File: src/rtl/pic_pkg.sv
package pic_pkg;
    localparam int LVLS   = 8;
    localparam int LVL_W  = $clog2(LVLS);
    localparam int BASE_W = 5;
    localparam int VEC_W  = BASE_W + LVL_W + 2;

    typedef enum logic [1:0] {
        PRI_NESTED   = 2'd0,
        PRI_ROTATE   = 2'd1,
        PRI_SPECIFIC = 2'd2,
        PRI_POLLED   = 2'd3
    } pri_mode_e;

    typedef enum logic [2:0] {
        RA_MODE   = 3'd0,
        RA_MASK   = 3'd1,
        RA_LOWEST = 3'd2,
        RA_EOS    = 3'd3,
        RA_BASE   = 3'd4,
        RA_POLL   = 3'd5,
        RA_PEND   = 3'd6
    } reg_addr_e;

    typedef struct packed {
        logic             found;
        logic [LVL_W-1:0] rank;
        logic [LVL_W-1:0] lvl;
    } pick_t;

    function automatic logic [LVLS-1:0] lvl_bit(input logic [LVL_W-1:0] l);
        return LVLS'(1) << l;
    endfunction
endpackage

File: src/rtl/pic_pick.sv
module pic_pick #(
    parameter int N = 8,
    parameter int W = $clog2(N)
) (
    input  logic [N-1:0] vec,
    input  logic [W-1:0] lowest,
    output logic         found,
    output logic [W-1:0] rank,
    output logic [W-1:0] lvl
);
    logic [N-1:0] rot;

    for (genvar k = 0; k < N; k++) begin : g_rot
        assign rot[k] = vec[W'(lowest + W'(k + 1))];
    end

    always_comb begin
        found = 1'b0;
        rank  = '0;
        for (int k = N - 1; k >= 0; k--) begin
            if (rot[k]) begin
                found = 1'b1;
                rank  = W'(k);
            end
        end
    end

    assign lvl = lowest + rank + W'(1);
endmodule

File: src/rtl/pic_regs.sv
module pic_regs
    import pic_pkg::*;
(
    input  logic                clk,
    input  logic                rst,
    input  logic [LVLS-1:0]     irq_in,
    input  logic                wr_en,
    input  logic [2:0]          reg_addr,
    input  logic [7:0]          wr_data,
    input  logic                take,
    input  logic [LVL_W-1:0]    take_lvl,
    output pri_mode_e           mode_q,
    output logic [LVLS-1:0]     mask_q,
    output logic [LVL_W-1:0]    lowest_q,
    output logic [BASE_W-1:0]   base_q,
    output logic [LVLS-1:0]     irr_q,
    output logic [LVLS-1:0]     isr_q
);
    logic [LVLS-1:0]  irr_n, isr_n;
    logic [LVL_W-1:0] lowest_n;
    logic             eos_wr;
    logic [LVL_W-1:0] wr_lvl;

    assign eos_wr = wr_en && (reg_addr == RA_EOS);
    assign wr_lvl = wr_data[LVL_W-1:0];

    always_comb begin
        irr_n = (irr_q & ~(take ? lvl_bit(take_lvl) : '0)) | irq_in;
        isr_n = isr_q;
        if (take)   isr_n = isr_n | lvl_bit(take_lvl);
        if (eos_wr) isr_n = isr_n & ~lvl_bit(wr_lvl);
        lowest_n = lowest_q;
        if (wr_en && reg_addr == RA_LOWEST)        lowest_n = wr_lvl;
        if (eos_wr && mode_q == PRI_ROTATE)        lowest_n = wr_lvl;
    end

    always_ff @(posedge clk) begin
        if (rst) begin
            mode_q   <= PRI_NESTED;
            mask_q   <= '0;
            lowest_q <= '1;
            base_q   <= '0;
            irr_q    <= '0;
            isr_q    <= '0;
        end else begin
            irr_q    <= irr_n;
            isr_q    <= isr_n;
            lowest_q <= lowest_n;
            if (wr_en && reg_addr == RA_MODE) mode_q <= pri_mode_e'(wr_data[1:0]);
            if (wr_en && reg_addr == RA_MASK) mask_q <= wr_data[LVLS-1:0];
            if (wr_en && reg_addr == RA_BASE) base_q <= wr_data[BASE_W-1:0];
        end
    end
endmodule

File: src/rtl/irq_prio_ctrl.sv
module irq_prio_ctrl
    import pic_pkg::*;
(
    input  logic               clk,
    input  logic               rst,
    input  logic [7:0]         irq_in,
    input  logic               wr_en,
    input  logic [2:0]         reg_addr,
    input  logic [7:0]         wr_data,
    output logic [7:0]         rd_data,
    output logic               int_out,
    input  logic               int_ack,
    output logic [9:0]         vec_addr
);
    pri_mode_e          mode_q;
    logic [LVLS-1:0]    mask_q, irr_q, isr_q, req_v;
    logic [LVL_W-1:0]   lowest_q, eff_lowest;
    logic [BASE_W-1:0]  base_q;
    pick_t              req_p, srv_p;
    logic               grant_ok, take;
    logic [7:0]         poll_byte;

    pic_regs u_regs (
        .clk(clk), .rst(rst), .irq_in(irq_in),
        .wr_en(wr_en), .reg_addr(reg_addr), .wr_data(wr_data),
        .take(take), .take_lvl(req_p.lvl),
        .mode_q(mode_q), .mask_q(mask_q), .lowest_q(lowest_q),
        .base_q(base_q), .irr_q(irr_q), .isr_q(isr_q)
    );

    assign eff_lowest = (mode_q == PRI_ROTATE || mode_q == PRI_SPECIFIC) ? lowest_q : '1;
    assign req_v      = irr_q & ~mask_q;

    pic_pick #(.N(LVLS), .W(LVL_W)) u_req_pick (
        .vec(req_v), .lowest(eff_lowest),
        .found(req_p.found), .rank(req_p.rank), .lvl(req_p.lvl)
    );

    pic_pick #(.N(LVLS), .W(LVL_W)) u_srv_pick (
        .vec(isr_q), .lowest(eff_lowest),
        .found(srv_p.found), .rank(srv_p.rank), .lvl(srv_p.lvl)
    );

    assign grant_ok = req_p.found && (!srv_p.found || req_p.rank < srv_p.rank);
    assign int_out  = grant_ok && (mode_q != PRI_POLLED);
    assign take     = int_ack && int_out;
    assign vec_addr = {base_q, req_p.lvl, 2'b00};

    always_comb begin
        poll_byte = '0;
        if (req_p.found) begin
            poll_byte[7]         = 1'b1;
            poll_byte[LVL_W-1:0] = req_p.lvl;
        end
    end

    always_comb begin
        case (reg_addr)
            RA_MODE:   rd_data = {6'b0, mode_q};
            RA_MASK:   rd_data = mask_q;
            RA_LOWEST: rd_data = 8'(lowest_q);
            RA_EOS:    rd_data = isr_q;
            RA_BASE:   rd_data = 8'(base_q);
            RA_POLL:   rd_data = poll_byte;
            RA_PEND:   rd_data = irr_q;
            default:   rd_data = '0;
        endcase
    end
endmodule

File: config.mk
export PLATFORM = sky130hd
export DESIGN_NAME = irq_prio_ctrl
export DESIGN_NICKNAME = d
export VERILOG_FILES = /design/src/rtl/pic_pkg.sv /design/src/rtl/pic_pick.sv /design/src/rtl/pic_regs.sv /design/src/rtl/irq_prio_ctrl.sv
export SDC_FILE = /design/constraint.sdc
export NUM_CORES = 1
export LEC_CHECK = 0
export ABC_CLOCK_PERIOD_IN_PS = 5000
export CAP_MARGIN = 20
export CORE_MARGIN = 10
export CORE_UTILIZATION = 35
export CTS_BUF_LIST = sky130_fd_sc_hd__clkbuf_4 sky130_fd_sc_hd__clkbuf_8
export CTS_CLUSTER_DIAMETER = 200
export CTS_CLUSTER_SIZE = 8
export DETAILED_ROUTE_END_ITERATION = 8
export GPL_TIMING_DRIVEN = 0
export PLACE_DENSITY = 0.68
export SKIP_LAST_GASP = 1
export SYNTH_ARGS = -nofsm -noshare
export SYNTH_HDL_FRONTEND = slang
export SYNTH_SLANG_ARGS = --single-unit
File: constraint.sdc
create_clock -name clk -period 5 [get_ports clk]
set_input_delay 1 -clock clk [delete_from_list [all_inputs] [get_ports clk]]
set_output_delay 1 -clock clk [all_outputs]
set_load 0.05 [all_outputs]
==> qor_table.md, run 1 <==
| Item | This run | Unit |
|:---|:---|:---|
| Starting density of the core | 0.356 | - |
| Unrepaired setup endpoints after global routing | yes | - |
| Leakage component of the power | 1.46 | nW |
| Net total in the final layout | 439 | - |
| Most instantiated flip-flop cell in the synthesis netlist | sky130_fd_sc_hd__dfxtp_1 | - |
| Mux share of post-synthesis cell area | 0.228 | - |
| Sum of internal, switching and leakage power | 1.01 | mW |
| Area Overhead vs Synth | 30.5 | % |
| Total length of routed wires | 9560 | µm |
| Type of the tightest min-delay check | reg2reg | - |
| Synthesis-stage register bit count | 34 | - |
| Maximum ir drop on the vdd rail | 0.185 | mV |
| Post-cts hold buffer count | 0 | - |
| Final routed DRC violation total | 0 | - |
| Combinational family with the most area after synthesis | multiplexers | - |
| Result of the run | finished, violations left | - |
| Root cell of the clock tree | sky130_fd_sc_hd__clkbuf_8 | - |
| Area share of fa/ha/maj cells after synthesis | 0.0307 | - |
| Final hold viol count | 0 | - |
| Post-synthesis share of cell area spent on and, or, nand and nor gates | 0.206 | - |
| Data required time at the worst endpoint | 4.00 | ns |
| Global-route wire length before repair | 15500 | µm |
| Fillers | 854 | - |
| Count of buffers from port buffering | 35 | - |
| Smallest setup slack after layout | -0.204 | ns |
| CP startpoint kind | register | - |
| Clock-pin slew of the registers on the worst-case setup and hold paths | 0.07 | ns |
| Crit path capture type | output pin | - |
| Violated checks | setup timing | - |
| Overall Global Routing Usage | 0.146 | - |
| Total negative slack for setup checks | -0.659 | ns |
| Mean instance size in the synthesized netlist | 9.02 | µm² |
| Number of violations reported at the end of detailed-routing iteration 0 | 239 | - |
| Cells after Synth | 343 | - |
| Count of flip-flops with a built-in enable after synthesis | 0 | - |
| Number of maximum-capacitance constraint violations | 0 | - |
| Number of max-slew violations in the final report | 0 | - |
| Post-detailed-route count of antenna-violating nets | 0 | - |
| Start point of the worst hold path | u_regs.base_q[0]$_SDFFE_PP0P_ | - |
| Xor and xnor area share after synthesis | 0.0231 | - |
| TritonCTS clock tree | yes | - |
| Non-filler instance count after layout | 518 | - |
| Half-perimeter wire length after detailed placement | 7260 | µm |
| Maximum level of the CTS H-tree | 2 | - |
| Path type of the worst setup path | reg2out | - |
| Ys async rst share | 0 | - |
| Placement row count | 34 | - |
| Final Setup Violations | 4 | - |
| Clock insertion delay at the later pin of the skew report | 0.29 | ns |
| Initial antenna violation count | 0 | - |
| Number of global-route vias before repair | 3014 | - |
| 1st-pass router iterations | 4 | - |
| Via Count | 2993 | - |
| Maximum operating frequency | 0.192 | GHz |
| Share of the synthesized area in compound gates (AO/OA/AOI/OAI) | 0.228 | - |
| Worst reg2reg setup slack | 0.68 | ns |
| Top library cells by usage in the layout, fill and taps aside | 44 x sky130_fd_sc_hd__nor2_1, 35 x sky130_fd_sc_hd__mux2i_1, 32 x sky130_fd_sc_hd__dfxtp_1 | - |
| Final core occ | 0.465 | - |
| Post-route clock skew | 0.00425 | ns |
| Die area | 13000 | µm² |
| Share of synthesized area occupied by flip-flops and latches | 0.220 | - |
| Share of post-route cells with drive strength above 1 | 0.276 | - |
| Place WS | -1.23 | ns |
| Placed cell count | 487 | - |
| Post-Synthesis Cell Area | 3090 | µm² |
| Final cycle utilization of the critical path | 1.04 | - |
| Die Y-Extent | 114 | µm |
| Critical path origin | u_regs.mode_q[0]$_SDFFE_PP0P_ | - |
| Reg2Reg Launch Point | u_regs.mode_q[0]$_SDFFE_PP0P_ | - |
| Most common cell after layout, fill and taps aside | sky130_fd_sc_hd__nor2_1 | - |
| Slew margin rel. | 0.387 | - |
| Power density of the placed cells | 251 | nW/µm² |
| Deepest clock path buffer count | 2 | - |
| RePlAce Congestion | 0.878 | - |
| N_diodes | 0 | - |
| Cts bufs inserted | 5 | - |
| Floorplan Core Area | 8680 | µm² |
| Period minus WS final | 5.20 | ns |
| Yosys Warn Count | 0 | - |
| Number of clock sinks seen by CTS | 34 | - |
| Drt via density | 5.78 | - |
| Cell variety after synth | 64 | - |
| Horiz. Die Dim | 114 | µm |
| Critical Path Fanout Max | 5 | - |
| Total global routing overflow | 0 | - |
| Worst-margin pin slew | 0.918 | ns |
| Maximum number of pins on one net before global-route repair | 11 | - |
| Worst path arrival time | 4.20 | ns |
| Detail-routed net length per standard cell | 18.5 | µm |
| Number of primary I/O pins | 42 | - |
==> area by class of cell <==
type	count	area [µm²]	share of cell area
Clock buffer	7	90.1	0.0223
Buffer	23	156	0.0388
Inverter	10	55.1	0.0136
Timing Repair Buffer	58	527	0.131
Multi-Input combinational cell	277	2380	0.590
Tap cell	108	135	0.0335
Clock inverter	1	5.00	0.00124
Sequential cell	34	686	0.170
==> Yosys cell counts (all sizes together), types with 7 or more instances <==
cell / n / share of area
nor2: 46 / 0.057
a21oi: 18 / 0.029
nand3: 7 / 0.016
mux4: 12 / 0.090
nor2b: 12 / 0.024
inv: 10 / 0.018
nor3: 10 / 0.016
o21ai: 7 / 0.015
a211oi: 11 / 0.035
buf: 10 / 0.030
nand2: 20 / 0.024
dfxtp: 34 / 0.22
nand2b: 10 / 0.020
mux2i: 36 / 0.12
clkbuf: 13 / 0.016
==> flip-flops by register name (all words and copies together), names as in the netlist <==
name and cells:
u_regs.base_q 5, u_regs.irr_q 8, u_regs.isr_q 8, u_regs.lowest_q 3
u_regs.mask_q 8, u_regs.mode_q 2
==> kinds of logic (layout without fill, tap and decap cells) <==
group                    after synthesis  after routing
AO/OA/AOI/OAI                         83             83
XOR/XNOR                               6              6
adder cells (fa/ha/maj)                7              7
buffers and inverters                 33             99
flip-flops                            34             34
multiplexers                          54             54
other                                  1              2
AND/OR/NAND/NOR                      125            125
==> path summary, 6_finish.rpt <==
kind,endpoint,cells past startpoint
max,rd_data[2],18
min,u_regs.base_q[0]$_SDFFE_PP0P_,2
max reg2reg,u_regs.irr_q[1]$_SDFF_PP0_,19
min reg2reg,u_regs.base_q[0]$_SDFFE_PP0P_,2
==> per-stage QoR <==
stage          hold WS (ns)  cell area (µm²)
2_1_floorplan         0.468             3160
3_3_place_gp          0.508             3640
3_5_place_dp          0.526             3640
4_1_cts               0.544             4000
5_1_grt               0.572             4040
6_report              0.534             4040
==> metal layers <==
| layer | GRT usage | share of wire |
|---|---|---|
| met5 | 0 | 0 |
| met2 | 0.236 | 0.48 |
| met4 | 0.0693 | 0.034 |
| met1 | 0.174 | 0.41 |
| met3 | 0.0404 | 0.070 |
==> critical path: stages, from the launching register on <==
cell	delay (ns)
sky130_fd_sc_hd__dfxtp_4	0.36
sky130_fd_sc_hd__ha_4	0.24
sky130_fd_sc_hd__buf_6	0.13
sky130_fd_sc_hd__or2_1	0.23
sky130_fd_sc_hd__buf_6	0.15
sky130_fd_sc_hd__buf_8	0.12
sky130_fd_sc_hd__ha_4	0.18
sky130_fd_sc_hd__xor2_4	0.20
sky130_fd_sc_hd__mux4_2	0.56
sky130_fd_sc_hd__nand2b_1	0.10
sky130_fd_sc_hd__o311ai_1	0.10
sky130_fd_sc_hd__a21bo_2	0.25
sky130_fd_sc_hd__ha_4	0.16
sky130_fd_sc_hd__inv_2	0.05
sky130_fd_sc_hd__fa_2	0.24
sky130_fd_sc_hd__xor2_4	0.20
sky130_fd_sc_hd__xnor2_4	0.10
sky130_fd_sc_hd__a221o_2	0.39
sky130_fd_sc_hd__buf_8	0.16
==> what timing repair did <==
| action | 4_1_cts | 5_1_grt |
|---|---|---|
| pin swaps | 8 | 7 |
| resized for setup | 61 | 15 |
| gates cloned | 1 | 0 |
| endpoints found under the setup margin | 8 | 8 |
| buffers inserted | 20 | 2 |
==> power by group <==
group | internal [mW] | switching (mW)
Combinational | 0.198 | 0.285
Clock | 0.117 | 0.101
Sequential | 0.287 | 0.0234
Total | 0.602 | 0.410
Note: power is estimated with default switching activity, not from simulation.
==> inputs of run 2 (changes only) <==
--- a/config.mk
+++ b/config.mk
@@ -13,6 +13,7 @@
 export CTS_CLUSTER_DIAMETER = 200
 export CTS_CLUSTER_SIZE = 8
 export DETAILED_ROUTE_END_ITERATION = 8
+export GPL_ROUTABILITY_DRIVEN = 0
 export GPL_TIMING_DRIVEN = 0
 export PLACE_DENSITY = 0.68
 export SKIP_LAST_GASP = 1
==> results of run 2 <==
The final DEF is identical to that of run 1; final timing and power are the same.
==> inputs of run 3 (changes only) <==
==> constraint.sdc (replaced) <==
create_clock -name clk -period 5 [get_ports clk]
set_input_delay 1 -clock clk [delete_from_list [all_inputs] [get_ports clk]]
set_output_delay 1 -clock clk [all_outputs]
set_load 0.1 [all_outputs]
==> qor_table.md, run 3 (same netlist as run 1, synthesis figures left out) <==
| Item | This run | Unit |
|:---|:---|:---|
| Critical Path Fanout Max | 5 | - |
| Number of max-slew violations in the final report | 0 | - |
| Maximum ir drop on the vdd rail | 0.171 | mV |
| Total global routing overflow | 0 | - |
| Power density of the placed cells | 266 | nW/µm² |
| Detail-routed net length per standard cell | 18.7 | µm |
| Final cycle utilization of the critical path | 1.03 | - |
| Overall Global Routing Usage | 0.146 | - |
| Total length of routed wires | 9840 | µm |
| Number of maximum-capacitance constraint violations | 0 | - |
| Post-detailed-route count of antenna-violating nets | 0 | - |
| Deepest clock path buffer count | 2 | - |
| Fillers | 823 | - |
| Placed cell count | 487 | - |
| Unrepaired setup endpoints after global routing | yes | - |
| Result of the run | finished, violations left | - |
| Half-perimeter wire length after detailed placement | 7330 | µm |
| Horiz. Die Dim | 114 | µm |
| Internal power | 0.644 | mW |
| Starting density of the core | 0.356 | - |
| Initial antenna violation count | 0 | - |
| Top library cells by usage in the layout, fill and taps aside | 44 x sky130_fd_sc_hd__nor2_1, 32 x sky130_fd_sc_hd__mux2i_1, 32 x sky130_fd_sc_hd__dfxtp_1 | - |
| Place WS | -1.38 | ns |
| Number of violations reported at the end of detailed-routing iteration 0 | 216 | - |
| Final Setup Violations | 4 | - |
| Sw frac | 0.432 | - |
| Root cell of the clock tree | sky130_fd_sc_hd__clkbuf_8 | - |
| Clk network pwr share | 0.190 | - |
| Via Count | 2942 | - |
| Non-filler instance count after layout | 525 | - |
| Register share of total power | 0.274 | - |
| Period minus WS final | 5.17 | ns |
| Worst Hold Path Cells | 2 | - |
| Number of clock sinks seen by CTS | 34 | - |
| Crit path capture type | output pin | - |
| TritonCTS clock tree | yes | - |
| 1st-pass router iterations | 4 | - |
| Cts bufs inserted | 5 | - |
| Net switching power | 0.490 | mW |
| Final core occ | 0.492 | - |
| Data required time at the worst endpoint | 4.00 | ns |
| Floorplan Core Area | 8680 | µm² |
| Die Y-Extent | 114 | µm |
| Worst-margin pin slew | 0.992 | ns |
| Largest regs | u_regs.irr_q: 8 flops, u_regs.isr_q: 8 flops, u_regs.mask_q: 8 flops | - |
| Count of buffers from port buffering | 35 | - |
| Smallest setup slack after layout | -0.174 | ns |
| Maximum operating frequency | 0.193 | GHz |
| Multi-input gate area in the final layout | 2510 | µm² |
| Die area | 13000 | µm² |
| Drt via density | 5.60 | - |
| Worst path arrival time | 4.17 | ns |
| Type of the tightest min-delay check | reg2reg | - |
| Share of post-route cells with drive strength above 1 | 0.319 | - |
| Number of primary I/O pins | 42 | - |
| Maximum level of the CTS H-tree | 2 | - |
| CP startpoint kind | register | - |
| Maximum number of pins on one net before global-route repair | 11 | - |
| Cells on worst reg2reg path | 23 | - |
| Most common cell after layout, fill and taps aside | sky130_fd_sc_hd__nor2_1 | - |
| Final routed DRC violation total | 0 | - |
| Clock insertion delay at the later pin of the skew report | 0.28 | ns |
| Sum of internal, switching and leakage power | 1.13 | mW |
| Violated checks | setup timing | - |
| Area Overhead vs Synth | 38.1 | % |
| Leakage component of the power | 1.53 | nW |
| Number of global-route vias before repair | 2923 | - |
| N_diodes | 0 | - |
| Placement row count | 34 | - |
| Post-route clock skew | 0.00887 | ns |
| Clock-pin slew of the registers on the worst-case setup and hold paths | 0.07 | ns |
| Portion of total power attributed to combinational logic | 0.536 | - |
| Net total in the final layout | 446 | - |
| Slew margin rel. | 0.337 | - |
| Final hold viol count | 0 | - |
| Register area | 686 | µm² |
| Global-route wire length before repair | 15500 | µm |
| Total negative slack for setup checks | -0.380 | ns |
| Path type of the worst setup path | reg2out | - |
run 3: changes by cell type in the layout (fill, tap and decap cells not counted), sizes merged:
cell	delta
buf	+7
clkbuf	-1
clkdlybuf4s15	+1
inv	-1
clkinvlp	+1
run 3: path summary, 6_finish.rpt:
path                                               startpoint                          to  slack (ns)
worst max-delay path            u_regs.mode_q[1]$_SDFFE_PP0P_                  rd_data[2]       -0.17
worst min-delay path               u_regs.isr_q[1]$_SDFF_PP0_  u_regs.isr_q[1]$_SDFF_PP0_        0.55
worst max register to register  u_regs.mode_q[1]$_SDFFE_PP0P_  u_regs.irr_q[3]$_SDFF_PP0_        0.62
worst min register to register     u_regs.isr_q[1]$_SDFF_PP0_  u_regs.isr_q[1]$_SDFF_PP0_        0.55
run 3: routing by layer:
layer  global-route usage  vias up  part of all wire
li1                     -     1424                 -
met1                0.178     1409              0.43
met2                0.252       88              0.50
met3               0.0184       21             0.044
met4               0.0602        0             0.030
met5                    0        -                 0
run 3: final cells by class:
class | instances | share of cell area
buffer | 20 | 0.0284
clock buffer | 7 | 0.0211
clock inverter | 1 | 0.00117
inverter | 10 | 0.0138
multi-input combinational | 277 | 0.588
sequential | 34 | 0.160
tap | 108 | 0.0316
timing repair buffer | 68 | 0.155
run 3: power by group through the flow:
stage / logic (mW) / clock network [mW] / registers (mW)
floorplan: 0.383 / 0 / 0.312
global placement: 0.488 / 0 / 0.316
detailed placement: 0.497 / 0 / 0.317
CTS: 0.560 / 0.220 / 0.310
global route: 0.641 / 0.233 / 0.313
finish: 0.608 / 0.215 / 0.311
run 3: through the flow:
stage	area, µm²	hold slack [ns]
after floorplan	3210	0.468
after global placement	3700	0.521
after detailed placement	3700	0.532
after CTS	4070	0.553
after global routing	4270	0.567
final	4270	0.549
run 3: timing repair:
action	CTS	global route
pin swaps	12	11
cloned	0	0
gates resized for setup	62	29
setup buffers	21	12
hold buffers	0	0
setup endpoints to repair	8	6
run 3: worst max-delay path, stage by stage (launching register included):
cell and delay [ns]:
sky130_fd_sc_hd__dfxtp_2 0.34, sky130_fd_sc_hd__inv_2 0.05, sky130_fd_sc_hd__ha_4 0.24, sky130_fd_sc_hd__or2_1 0.22
sky130_fd_sc_hd__buf_6 0.15, sky130_fd_sc_hd__buf_8 0.12, sky130_fd_sc_hd__ha_4 0.19, sky130_fd_sc_hd__xor2_4 0.17
sky130_fd_sc_hd__mux4_2 0.56, sky130_fd_sc_hd__nand2b_1 0.11, sky130_fd_sc_hd__o311ai_2 0.10, sky130_fd_sc_hd__a21bo_2 0.25
sky130_fd_sc_hd__ha_4 0.16, sky130_fd_sc_hd__inv_2 0.05, sky130_fd_sc_hd__fa_2 0.25, sky130_fd_sc_hd__xor2_4 0.20
sky130_fd_sc_hd__xnor2_4 0.12, sky130_fd_sc_hd__a221o_4 0.42, sky130_fd_sc_hd__buf_12 0.17
